File: config.mk
export PLATFORM = sky130hd
export DESIGN_NAME = rptr_read_ctrl
export DESIGN_NICKNAME = d
export VERILOG_FILES = /design/src/rtl/rptr_pkg.sv /design/src/rtl/rptr_txn.sv /design/src/rtl/rptr_blk_fifo.sv /design/src/rtl/rptr_read_ctrl.sv
export SDC_FILE = /design/constraint.sdc
export NUM_CORES = 1
export LEC_CHECK = 0
export BUFFER_PORTS_ARGS = -buffer_cell sky130_fd_sc_hd__buf_4
export CAP_MARGIN = 20
export CORE_ASPECT_RATIO = 1.5
export CORE_MARGIN = 3
export CORE_UTILIZATION = 49
export CTS_CLUSTER_DIAMETER = 60
export CTS_CLUSTER_SIZE = 8
export DETAILED_ROUTE_END_ITERATION = 10
export GPL_ROUTABILITY_DRIVEN = 0
export GPL_TIMING_DRIVEN = 0
export PLACE_DENSITY_LB_ADDON = 0.15
export SKIP_CTS_REPAIR_TIMING = 1
export SLEW_MARGIN = 20
export SYNTH_ARGS = -nofsm -noshare
export SYNTH_HDL_FRONTEND = slang
export SYNTH_SLANG_ARGS = --single-unit
File: constraint.sdc
create_clock -name clk -period 3.05 [get_ports clk]
set_input_delay 0.305 -clock clk [delete_from_list [all_inputs] [get_ports clk]]
set_output_delay 0.305 -clock clk [all_outputs]
set_load 0.01 [all_outputs]
File: src/rtl/rptr_pkg.sv
package rptr_pkg;
  typedef enum logic [2:0] {
    PH_IDLE, PH_ADDR, PH_WREG, PH_WDAT, PH_READ, PH_SKIP
  } phase_e;
  localparam int BYTE_W = 8;
endpackage

File: src/rtl/rptr_txn.sv
module rptr_txn
  import rptr_pkg::*;
(
  input  logic              clk,
  input  logic              rst,
  input  logic [6:0]        dev_addr,
  input  logic              bus_start,
  input  logic              bus_stop,
  input  logic              bus_addr_vld,
  input  logic              bus_wr_vld,
  input  logic              bus_rd_req,
  input  logic [BYTE_W-1:0] bus_byte,
  output logic              addr_ack,
  output logic              reg_wr,
  output logic              rd_begin,
  output logic              serve,
  output logic              txn_end,
  output logic              rd_end
);
  phase_e phase, phase_nxt;
  logic   hit;

  assign hit      = bus_addr_vld && (phase == PH_ADDR) && (bus_byte[7:1] == dev_addr);
  assign txn_end  = bus_start | bus_stop;
  assign rd_end   = txn_end && (phase == PH_READ);
  assign reg_wr   = bus_wr_vld && (phase == PH_WREG);
  assign rd_begin = hit && bus_byte[0];
  assign serve    = bus_rd_req && (phase == PH_READ);

  always_comb begin
    phase_nxt = phase;
    if (bus_start)                               phase_nxt = PH_ADDR;
    else if (bus_stop)                           phase_nxt = PH_IDLE;
    else if (bus_addr_vld && phase == PH_ADDR)   phase_nxt = !hit ? PH_SKIP :
                                                             (bus_byte[0] ? PH_READ : PH_WREG);
    else if (reg_wr)                             phase_nxt = PH_WDAT;
  end

  always_ff @(posedge clk) begin
    if (rst) begin
      phase    <= PH_IDLE;
      addr_ack <= 1'b0;
    end else begin
      phase    <= phase_nxt;
      addr_ack <= hit;
    end
  end

  // input contract, one strobe per cycle
  assert_one_strobe_R1: assert property (@(posedge clk) disable iff (rst)
    $onehot0({bus_start, bus_stop, bus_addr_vld, bus_wr_vld, bus_rd_req}));
  // an acknowledge always follows an address byte
  assert_ack_after_addr_R1: assert property (@(posedge clk) disable iff (rst)
    addr_ack |-> $past(bus_addr_vld));
endmodule

File: src/rtl/rptr_blk_fifo.sv
module rptr_blk_fifo #(
  parameter int WIDTH = 32,
  parameter int DEPTH = 4
) (
  input  logic             clk,
  input  logic             rst,
  input  logic             push,
  input  logic [WIDTH-1:0] wdata,
  input  logic             pop,
  output logic [WIDTH-1:0] head,
  output logic             empty
);
  localparam int AW = (DEPTH > 1) ? $clog2(DEPTH) : 1;
  localparam int CW = $clog2(DEPTH + 1);
  localparam logic [AW-1:0] LAST_A = AW'(DEPTH - 1);
  localparam logic [CW-1:0] FULL_C = CW'(DEPTH);

  logic [WIDTH-1:0] mem [DEPTH];
  logic [AW-1:0]    wp, rp;
  logic [CW-1:0]    cnt;
  logic             full, do_push, do_pop;

  assign empty   = (cnt == '0);
  assign full    = (cnt == FULL_C);
  assign do_push = push && !full;
  assign do_pop  = pop && !empty;
  assign head    = mem[rp];

  always_ff @(posedge clk) begin
    if (do_push) mem[wp] <= wdata;
  end

  always_ff @(posedge clk) begin
    if (rst) begin
      wp  <= '0;
      rp  <= '0;
      cnt <= '0;
    end else begin
      if (do_push) wp <= (wp == LAST_A) ? '0 : wp + 1'b1;
      if (do_pop)  rp <= (rp == LAST_A) ? '0 : rp + 1'b1;
      case ({do_push, do_pop})
        2'b10:   cnt <= cnt + 1'b1;
        2'b01:   cnt <= cnt - 1'b1;
        default: cnt <= cnt;
      endcase
    end
  end

  // the controller never asks to drop a block that is not there
  assert_pop_nonempty_R10: assert property (@(posedge clk) disable iff (rst)
    pop |-> !empty);
endmodule

File: src/rtl/rptr_read_ctrl.sv
module rptr_read_ctrl
  import rptr_pkg::*;
#(
  parameter logic [4:0] DEV_HI     = 5'b10010,
  parameter int         NUM_RES    = 10,
  parameter int         BLK_BYTES  = 4,
  parameter int         FIFO_DEPTH = 4,
  parameter logic [7:0] FIFO_REG   = 8'h0A
) (
  input  logic                    clk,
  input  logic                    rst,
  input  logic [1:0]              addr_sel,
  input  logic                    stream_en,
  input  logic [8*NUM_RES-1:0]    res_data,
  input  logic                    fifo_push,
  input  logic [8*BLK_BYTES-1:0]  fifo_wblock,
  input  logic                    bus_start,
  input  logic                    bus_stop,
  input  logic                    bus_addr_vld,
  input  logic                    bus_wr_vld,
  input  logic                    bus_rd_req,
  input  logic [7:0]              bus_byte,
  output logic                    addr_ack,
  output logic                    rd_valid,
  output logic [7:0]              rd_data
);
  localparam int BLK_W  = BYTE_W * BLK_BYTES;
  localparam int RIDX_W = (NUM_RES > 1) ? $clog2(NUM_RES) : 1;
  localparam int BOFF_W = (BLK_BYTES > 1) ? $clog2(BLK_BYTES) : 1;
  localparam logic [7:0]        LAST_REG = 8'(NUM_RES - 1);
  localparam logic [BOFF_W-1:0] LAST_OFF = BOFF_W'(BLK_BYTES - 1);

  logic reg_wr, rd_begin, serve, txn_end, rd_end;
  logic [7:0]        ptr;
  logic              ptr_set;
  logic [BOFF_W-1:0] boff;
  logic [BLK_W-1:0]  head;
  logic              fifo_empty, fifo_take, fifo_pop;
  logic              is_res, is_fifo;
  logic [7:0]        srv_byte;
  logic [7:0]        res_arr [NUM_RES];
  logic [7:0]        blk_arr [BLK_BYTES];

  rptr_txn txn_i (
    .clk, .rst,
    .dev_addr ({DEV_HI, addr_sel}),
    .bus_start, .bus_stop, .bus_addr_vld, .bus_wr_vld, .bus_rd_req, .bus_byte,
    .addr_ack, .reg_wr, .rd_begin, .serve, .txn_end, .rd_end
  );

  rptr_blk_fifo #(.WIDTH(BLK_W), .DEPTH(FIFO_DEPTH)) fifo_i (
    .clk, .rst,
    .push  (fifo_push),
    .wdata (fifo_wblock),
    .pop   (fifo_pop),
    .head  (head),
    .empty (fifo_empty)
  );

  for (genvar g = 0; g < NUM_RES; g++) begin : g_res
    assign res_arr[g] = res_data[8*g +: 8];
  end
  for (genvar g = 0; g < BLK_BYTES; g++) begin : g_blk
    assign blk_arr[g] = head[8*g +: 8];
  end

  assign is_res    = (ptr <= LAST_REG);
  assign is_fifo   = (ptr == FIFO_REG);
  assign fifo_take = serve && is_fifo && !fifo_empty;
  assign fifo_pop  = (fifo_take && boff == LAST_OFF) || (txn_end && boff != '0);

  always_comb begin
    if (is_res)                       srv_byte = res_arr[ptr[RIDX_W-1:0]];
    else if (is_fifo && !fifo_empty)  srv_byte = blk_arr[boff];
    else                              srv_byte = 8'h00;
  end

  always_ff @(posedge clk) begin
    if (rst) begin
      ptr      <= 8'h00;
      ptr_set  <= 1'b0;
      boff     <= '0;
      rd_valid <= 1'b0;
      rd_data  <= 8'h00;
    end else begin
      rd_valid <= 1'b0;
      if (rd_end) ptr_set <= 1'b0;
      if (reg_wr) begin
        ptr     <= bus_byte;
        ptr_set <= 1'b1;
      end
      if (rd_begin && !stream_en && !ptr_set) ptr <= 8'h00;
      if (serve) begin
        rd_valid <= 1'b1;
        rd_data  <= srv_byte;
        if (is_res && ptr != LAST_REG) ptr <= ptr + 8'd1;
      end
      if (fifo_pop)       boff <= '0;
      else if (fifo_take) boff <= boff + 1'b1;
    end
  end

  // every served request yields exactly one valid byte next cycle
  assert_valid_follows_R2: assert property (@(posedge clk) disable iff (rst)
    serve |=> rd_valid);
  assert_no_spurious_valid_R2: assert property (@(posedge clk) disable iff (rst)
    !serve |=> !rd_valid);
  // pointer sticks at the last result register
  assert_saturate_R4: assert property (@(posedge clk) disable iff (rst)
    (serve && ptr == LAST_REG) |=> ptr == LAST_REG);
  // pointer stays on the FIFO register while bytes are served
  assert_fifo_hold_R8: assert property (@(posedge clk) disable iff (rst)
    (serve && ptr == FIFO_REG) |=> ptr == FIFO_REG);
  // an open block always has data behind it
  assert_open_block_R9: assert property (@(posedge clk) disable iff (rst)
    (boff != '0) |-> !fifo_empty);
endmodule

==> flow_metrics.tcl, run 1 <==
set metrics [dict create \
    final_util_pct 64.5 \
    cts_buffer_depth 2 \
    grt_max_degree 30 \
    viasPerCell 5.49 \
    seq_power_share_pct 50.6 \
    coreArea_mm2 0.0142 \
    cts_buffers 17 \
    intPower_mw 3.86 \
    start_util_pct 50.8 \
    clkSlewWorstSetupHoldPaths_ns 0.06 \
    hold_depth 1 \
    drv_slew 0 \
    totalPowerFinal_mw 4.88 \
    synth.avg_cell_area_um2 16.0 \
    reg2reg_slack_ns 0.23 \
    antenna_found_initial 0 \
    worst_slew_pin_slew_ns 0.818 \
    stdcell_area_mm2 0.00915 \
    finalHoldViolCount 0 \
    synthArstFlopShare_pct 0 \
    switching_power_mw 1.02 \
    syn-cell-area_mm2 0.00720 \
    dieArea_mm2 0.0162 \
    path_class "flop to flop" \
    rr_startpoint "ptr[0]" \
    worst_hold_slack_ns 0.0855 \
    hold_start "fifo_wblock[28]" \
    critical-path-top-delay-family "adder cells" \
    fmax_mhz 354 \
    dp_slack_ns -0.176 \
    reg2regPathDepth 13 \
    comb_power_share_pct 6.9 \
    tritoncts "done" \
    whs_endpoint "fifo_i.mem[3][28]" \
    synth_common_cells "edfxtp_1 (128), mux4_2 (48), dfxtp_1 (33), nor2_1 (32), mux2i_1 (30)" \
    gr-total-overflow 0 \
    area_delta_synth_final_pct 27.0 \
    r2r-end "fifo_i.cnt[2]" \
    maxCapViolations 0 \
    dr.pass1.iters 4 \
    grt_pass1_vias 4738 \
    synth_most_common_cell "edfxtp_1" \
    grt_pass1_wl_um 25500 \
    cts.sinks 161 \
    numPortBuffers 139 \
    synth_nets 593 \
    synth.area.top_cells "edfxtp_1 (53%), mux4_2 (15%), dfxtp_1 (9.2%)" \
    synthDistinctLibCells 50 \
    via_count 4471 \
    diodes 0 \
    synthCells 449 \
    startpoint_type "flop" \
    critical_path_buf_inv_count 4 \
    dp_hpwl_um 11900 \
    die_h_um 155 \
    crit_slowest_cell "fa_1" \
    cpPeakStageDelay_ns 0.43 \
    critPathArrivalTime_ns 3.15 \
    peakVddDrop_uv 479 \
    synth_top_area_share_pct 53.4 \
    cp_max_fo 26 \
    layout-drive-gt1-share_pct 40.7 \
    grt_setup_unrepaired "no" \
    ios 141 \
    critPathRequiredTime_ns 3.38 \
    period_minus_slack_ns 2.82 \
    pwr-share-clk_pct 42.5 \
    fp.dieW_um 105 \
    nets 753 \
    num_rows 53 \
    htree_levels 4 \
    worst_slack_ns 0.229 \
    clk-insertion-delay-late_ns 0.41 \
    synth-seq-cells 161 \
    p_leak_nw 3.25 \
    cts_root_buffer "clkbuf_16" \
    switching_share_pct 20.9 \
    track_usage_pct 20.5 \
    p_per_area_mw_per_mm2 534 \
    yosys_warnings 0 \
    setup_viol_count_final 0 \
    slew_headroom_pct 45.5 \
    hp-class "primary input to flop" \
    finalCritPeriodShare_pct 92.5 \
    place_area_mm2 0.00857 \
    outcome "complete, no violations" \
    synth_top_area_cell "edfxtp_1" \
    synth_edf_count 128 \
    endpoint_kind "flop" \
    drc 0 \
    ys.flop_type "edfxtp_1" \
    ys_seq_area_share_pct 62.5 \
    wl_um 15900 \
    drtIter0Drc 228 \
    clock_skew_ns 0.00648 \
    routedWlPerCell_um 19.5 \
    cp_cell_sequence "buf_6, inv_2, ha_1, nand4b_1, o32ai_2, nand2_2, inv_1, ha_1, inv_1, fa_1, xor2_1, or3_1, a21oi_1" \
    antenna_left 0 \
]
==> layout make-up <==
type                            count  area, um^2
Buffer                             22         115
Tap cell                          192         240
Inverter                           13        48.8
Fill cell                        1067        5040
Clock buffer                       18         429
Multi-Input combinational cell    251        2530
Sequential cell                   161        4500
Timing Repair Buffer              143        1120
Clock inverter                     14         155
==> worst max-delay path by stage <==
stage                     slack, ns             to  depth (start not counted)  startpoint
after floorplan                0.18  fifo_i.cnt[2]                         15      ptr[0]
after global placement        -0.05  fifo_i.cnt[2]                         15      ptr[0]
after detailed placement      -0.18  fifo_i.cnt[2]                         15      ptr[0]
after CTS                     -0.19  fifo_i.cnt[2]                         15      ptr[0]
after global routing           0.02  fifo_i.cnt[2]                         12     boff[0]
final                          0.23  fifo_i.cnt[2]                         13      ptr[0]
==> power by group through the flow <==
stage	Sequential (mW)	Clock, mW	Combinational, mW
final	2.47	2.07	0.338
after global routing	2.48	2.21	0.369
after CTS	2.47	2.11	0.345
after detailed placement	2.52	0	0.342
after global placement	2.52	0	0.318
after floorplan	2.51	0	0.135
==> through the flow <==
stage | TNS [ns] | instances
after CTS | -0.195 | 816
after global placement | -0.0499 | 780
after global routing | 0 | 814
after detailed placement | -0.176 | 784
after floorplan | 0 | 449
final | 0 | 814
==> cell usage in the layout (no fill, tap or decap), types with 2 or more instances in the layout <==
| cell | synthesis | layout |
|---|---|---|
| inv_6 | 0 | 3 |
| o211ai_1 | 4 | 4 |
| buf_2 | 5 | 5 |
| mux4_2 | 48 | 48 |
| buf_12 | 0 | 4 |
| a311oi_1 | 7 | 7 |
| nand4_1 | 2 | 2 |
| dfxtp_1 | 33 | 33 |
| clkinv_4 | 0 | 4 |
| nand3b_1 | 2 | 2 |
| nor2_1 | 32 | 32 |
| o21a_1 | 8 | 8 |
| mux2_2 | 9 | 9 |
| edfxtp_1 | 128 | 128 |
| buf_4 | 6 | 144 |
| bufinv_16 | 0 | 2 |
| mux2i_1 | 30 | 30 |
| and2_2 | 0 | 4 |
| buf_1 | 4 | 3 |
| xor2_1 | 5 | 5 |
| inv_1 | 13 | 12 |
| clkbuf_1 | 8 | 9 |
| nand2_1 | 28 | 28 |
| a21oi_1 | 12 | 12 |
| clkbuf_16 | 0 | 17 |
| o21ai_0 | 6 | 6 |
| clkinv_2 | 0 | 2 |
| or3_1 | 3 | 3 |
| nor3_1 | 7 | 7 |
| o22ai_1 | 8 | 8 |
| ha_1 | 12 | 12 |
==> state kept, by name, indices dropped and copies added, names as in the netlist, named ones only <==
register,count
boff,2
fifo_i.cnt,3
fifo_i.mem,128
fifo_i.rp,2
fifo_i.wp,2
ptr,8
ptr_set,1
rd_data,8
rd_valid,1
txn_i.addr_ack,1
txn_i.phase,3
==> cell families (layout without fill, tap and decap cells) <==
kind of cell / count (synthesis) / count (layout) / synth area share, %
flops: 161 / 161 / 62.5
simple gates: 92 / 92 / 6.36
mux: 87 / 87 / 20.6
compound gates: 53 / 53 / 5.02
buf+inv: 37 / 210 / 2.43
fa+ha+maj: 13 / 13 / 2.36
xor+xnor: 6 / 6 / 0.729
==> layer usage <==
layer  track usage, %  vias to the layer above  wire, um
met5                0                        -         0
met2             37.8                      177      8590
met4             4.63                        0       140
met1             23.8                     2189      6170
li1                 -                     2094         -
met3             5.22                       11       969
(Power assumes the default switching activity.)
==> run 2, diff against run 1 <==
--- a/config.mk
+++ b/config.mk
@@ -10,6 +10,7 @@
 export CORE_ASPECT_RATIO = 1.5
 export CORE_MARGIN = 3
 export CORE_UTILIZATION = 49
+export CTS_BUF_LIST = sky130_fd_sc_hd__clkbuf_4 sky130_fd_sc_hd__clkbuf_8
 export CTS_CLUSTER_DIAMETER = 60
 export CTS_CLUSTER_SIZE = 8
 export DETAILED_ROUTE_END_ITERATION = 10
==> run 2 against run 1 <==
Compared with the run above:
- maximum frequency down 0.73%
- combinational power about the same
- setup slack got worse by 0.021 ns
- critical path depth is 1 lower
==> flow_metrics.tcl, run 2 (synthesis gave the netlist of run 1 again) <==
set metrics [dict create \
    cts_buffer_depth 2 \
    fmax_mhz 352 \
    grt_pass1_wl_um 25300 \
    layout_common_cells "buf_4 (144), edfxtp_1 (128), mux4_2 (48)" \
    fp.dieW_um 105 \
    grt_pass1_vias 4719 \
    clkSlewWorstSetupHoldPaths_ns 0.09 \
    coreArea_mm2 0.0142 \
    gr-total-overflow 0 \
    comb_power_share_pct 7.8 \
    rr_startpoint "boff[0]" \
    grt_setup_unrepaired "no" \
    startpoint_type "flop" \
    maxCapViolations 0 \
    pwr-share-clk_pct 35.3 \
    cts_buffers 17 \
    dp.cells 784 \
    critPathArrivalTime_ns 3.20 \
    hold_depth 1 \
    worst_slack_ns 0.208 \
    layout_commonest_cell "buf_4" \
    dr.pass1.iters 4 \
    seq_power_share_pct 56.9 \
    p_per_area_mw_per_mm2 484 \
    htree_levels 4 \
    setup_viol_count_final 0 \
    r2r-end "fifo_i.cnt[2]" \
    antenna_left 0 \
    track_usage_pct 20.2 \
    path_class "flop to flop" \
    multi_input_area_mm2 0.00253 \
    num_rows 53 \
    worst_slew_pin_slew_ns 0.815 \
    finalHoldViolCount 0 \
    finalCritPeriodShare_pct 93.2 \
    drtIter0Drc 252 \
    p_leak_nw 3.17 \
    hold_start "fifo_wblock[28]" \
    reg_top3 "fifo_i.mem (128), ptr (8), rd_data (8)" \
    hp-class "primary input to flop" \
    numPortBuffers 139 \
    wl_um 15700 \
    setup-tns-final_ns 0 \
    grt_max_degree 30 \
    critPathRequiredTime_ns 3.41 \
    via_count 4483 \
    switching_share_pct 21.8 \
    place_area_mm2 0.00857 \
    peakVddDrop_uv 342 \
    area_delta_synth_final_pct 24.3 \
    diodes 0 \
    regArea_mm2 0.00450 \
    worst_hold_slack_ns 0.0671 \
    largest_reg_flops 128 \
    period_minus_slack_ns 2.84 \
    viasPerCell 5.51 \
    largest-register "fifo_i.mem" \
    stdcell_area_mm2 0.00896 \
    cts_root_buffer "clkbuf_8" \
    drv_slew 0 \
    drc 0 \
    cts.sinks 161 \
    tritoncts "done" \
    reg2regPathDepth 12 \
    reg2reg_slack_ns 0.21 \
    dieArea_mm2 0.0162 \
    outcome "complete, no violations" \
    fillCellCount 1103 \
    clk-insertion-delay-late_ns 0.43 \
    antenna_found_initial 0 \
    whs_endpoint "fifo_i.mem[3][28]" \
    clock_skew_ns 0.0121 \
    ios 141 \
    nets 753 \
    endpoint_kind "flop" \
    stdcell_count 814 \
    routedWlPerCell_um 19.3 \
    die_h_um 155 \
    layout-drive-gt1-share_pct 40.8 \
    intPower_mw 3.39 \
    dp_hpwl_um 11900 \
    start_util_pct 50.8 \
    switching_power_mw 0.945 \
    dp_slack_ns -0.176 \
    cp_max_fo 10 \
    slew_headroom_pct 45.7 \
]
## run 2: changes by cell type in the layout (fill, tap and decap cells not counted)
cell       change
clkbuf_16     -17
clkbuf_8      +17
clkbuf_4       +1
clkbuf_1       -1
## run 2: area by class of cell
| cell class | instances | area share, % |
|---|---|---|
| Buffer | 22 | 1.28 |
| Clock buffer | 18 | 2.70 |
| Clock inverter | 14 | 1.73 |
| Inverter | 13 | 0.545 |
| Multi-Input combinational cell | 251 | 28.2 |
| Sequential cell | 161 | 50.3 |
| Tap cell | 192 | 2.68 |
| Timing Repair Buffer | 143 | 12.5 |
## run 2: worst max path at each step
stage	endpoint	slack [ns]	from
after detailed placement	fifo_i.cnt[2]	-0.18	ptr[0]
after global placement	fifo_i.cnt[2]	-0.05	ptr[0]
final	fifo_i.cnt[2]	0.21	boff[0]
after global routing	fifo_i.cnt[2]	0.003	boff[0]
after CTS	fifo_i.cnt[2]	-0.19	ptr[0]
after floorplan	fifo_i.cnt[2]	0.18	ptr[0]
## run 2: per-stage QoR
stage	power, mW	util (%)
after CTS	4.38	63.2
final	4.34	63.1
after floorplan	2.65	-
after global placement	2.84	59.8
after global routing	4.50	63.1
after detailed placement	2.86	60.4
## run 2: power by group through the flow
stage	clock network, mW	logic, mW	registers, mW
5_1_grt	1.66	0.368	2.47
2_1_floorplan	0	0.135	2.51
6_report	1.53	0.338	2.47
4_1_cts	1.57	0.343	2.47
3_3_place_gp	0	0.318	2.52
3_5_place_dp	0	0.342	2.52
## run 2: critical path, stage by stage (launching register included)
cell and delay, ns:
dfxtp_1 0.43, buf_2 0.30, inv_1 0.15, ha_1 0.24, o32ai_2 0.11, nand2_2 0.12
inv_1 0.08, ha_1 0.18, inv_1 0.07, fa_1 0.43, xor2_1 0.16, or3_1 0.33
a21oi_1 0.18
## run 2: metal layers
| layer | GRT usage, % | vias up | part of all wire, % |
|---|---|---|---|
| met2 | 37.3 | 161 | 54 |
| met3 | 4.59 | 13 | 5.6 |
| met1 | 23.7 | 2217 | 40 |
| met5 | 0 | - | 0 |
| met4 | 5.19 | 0 | 1.0 |
| li1 | - | 2092 | - |
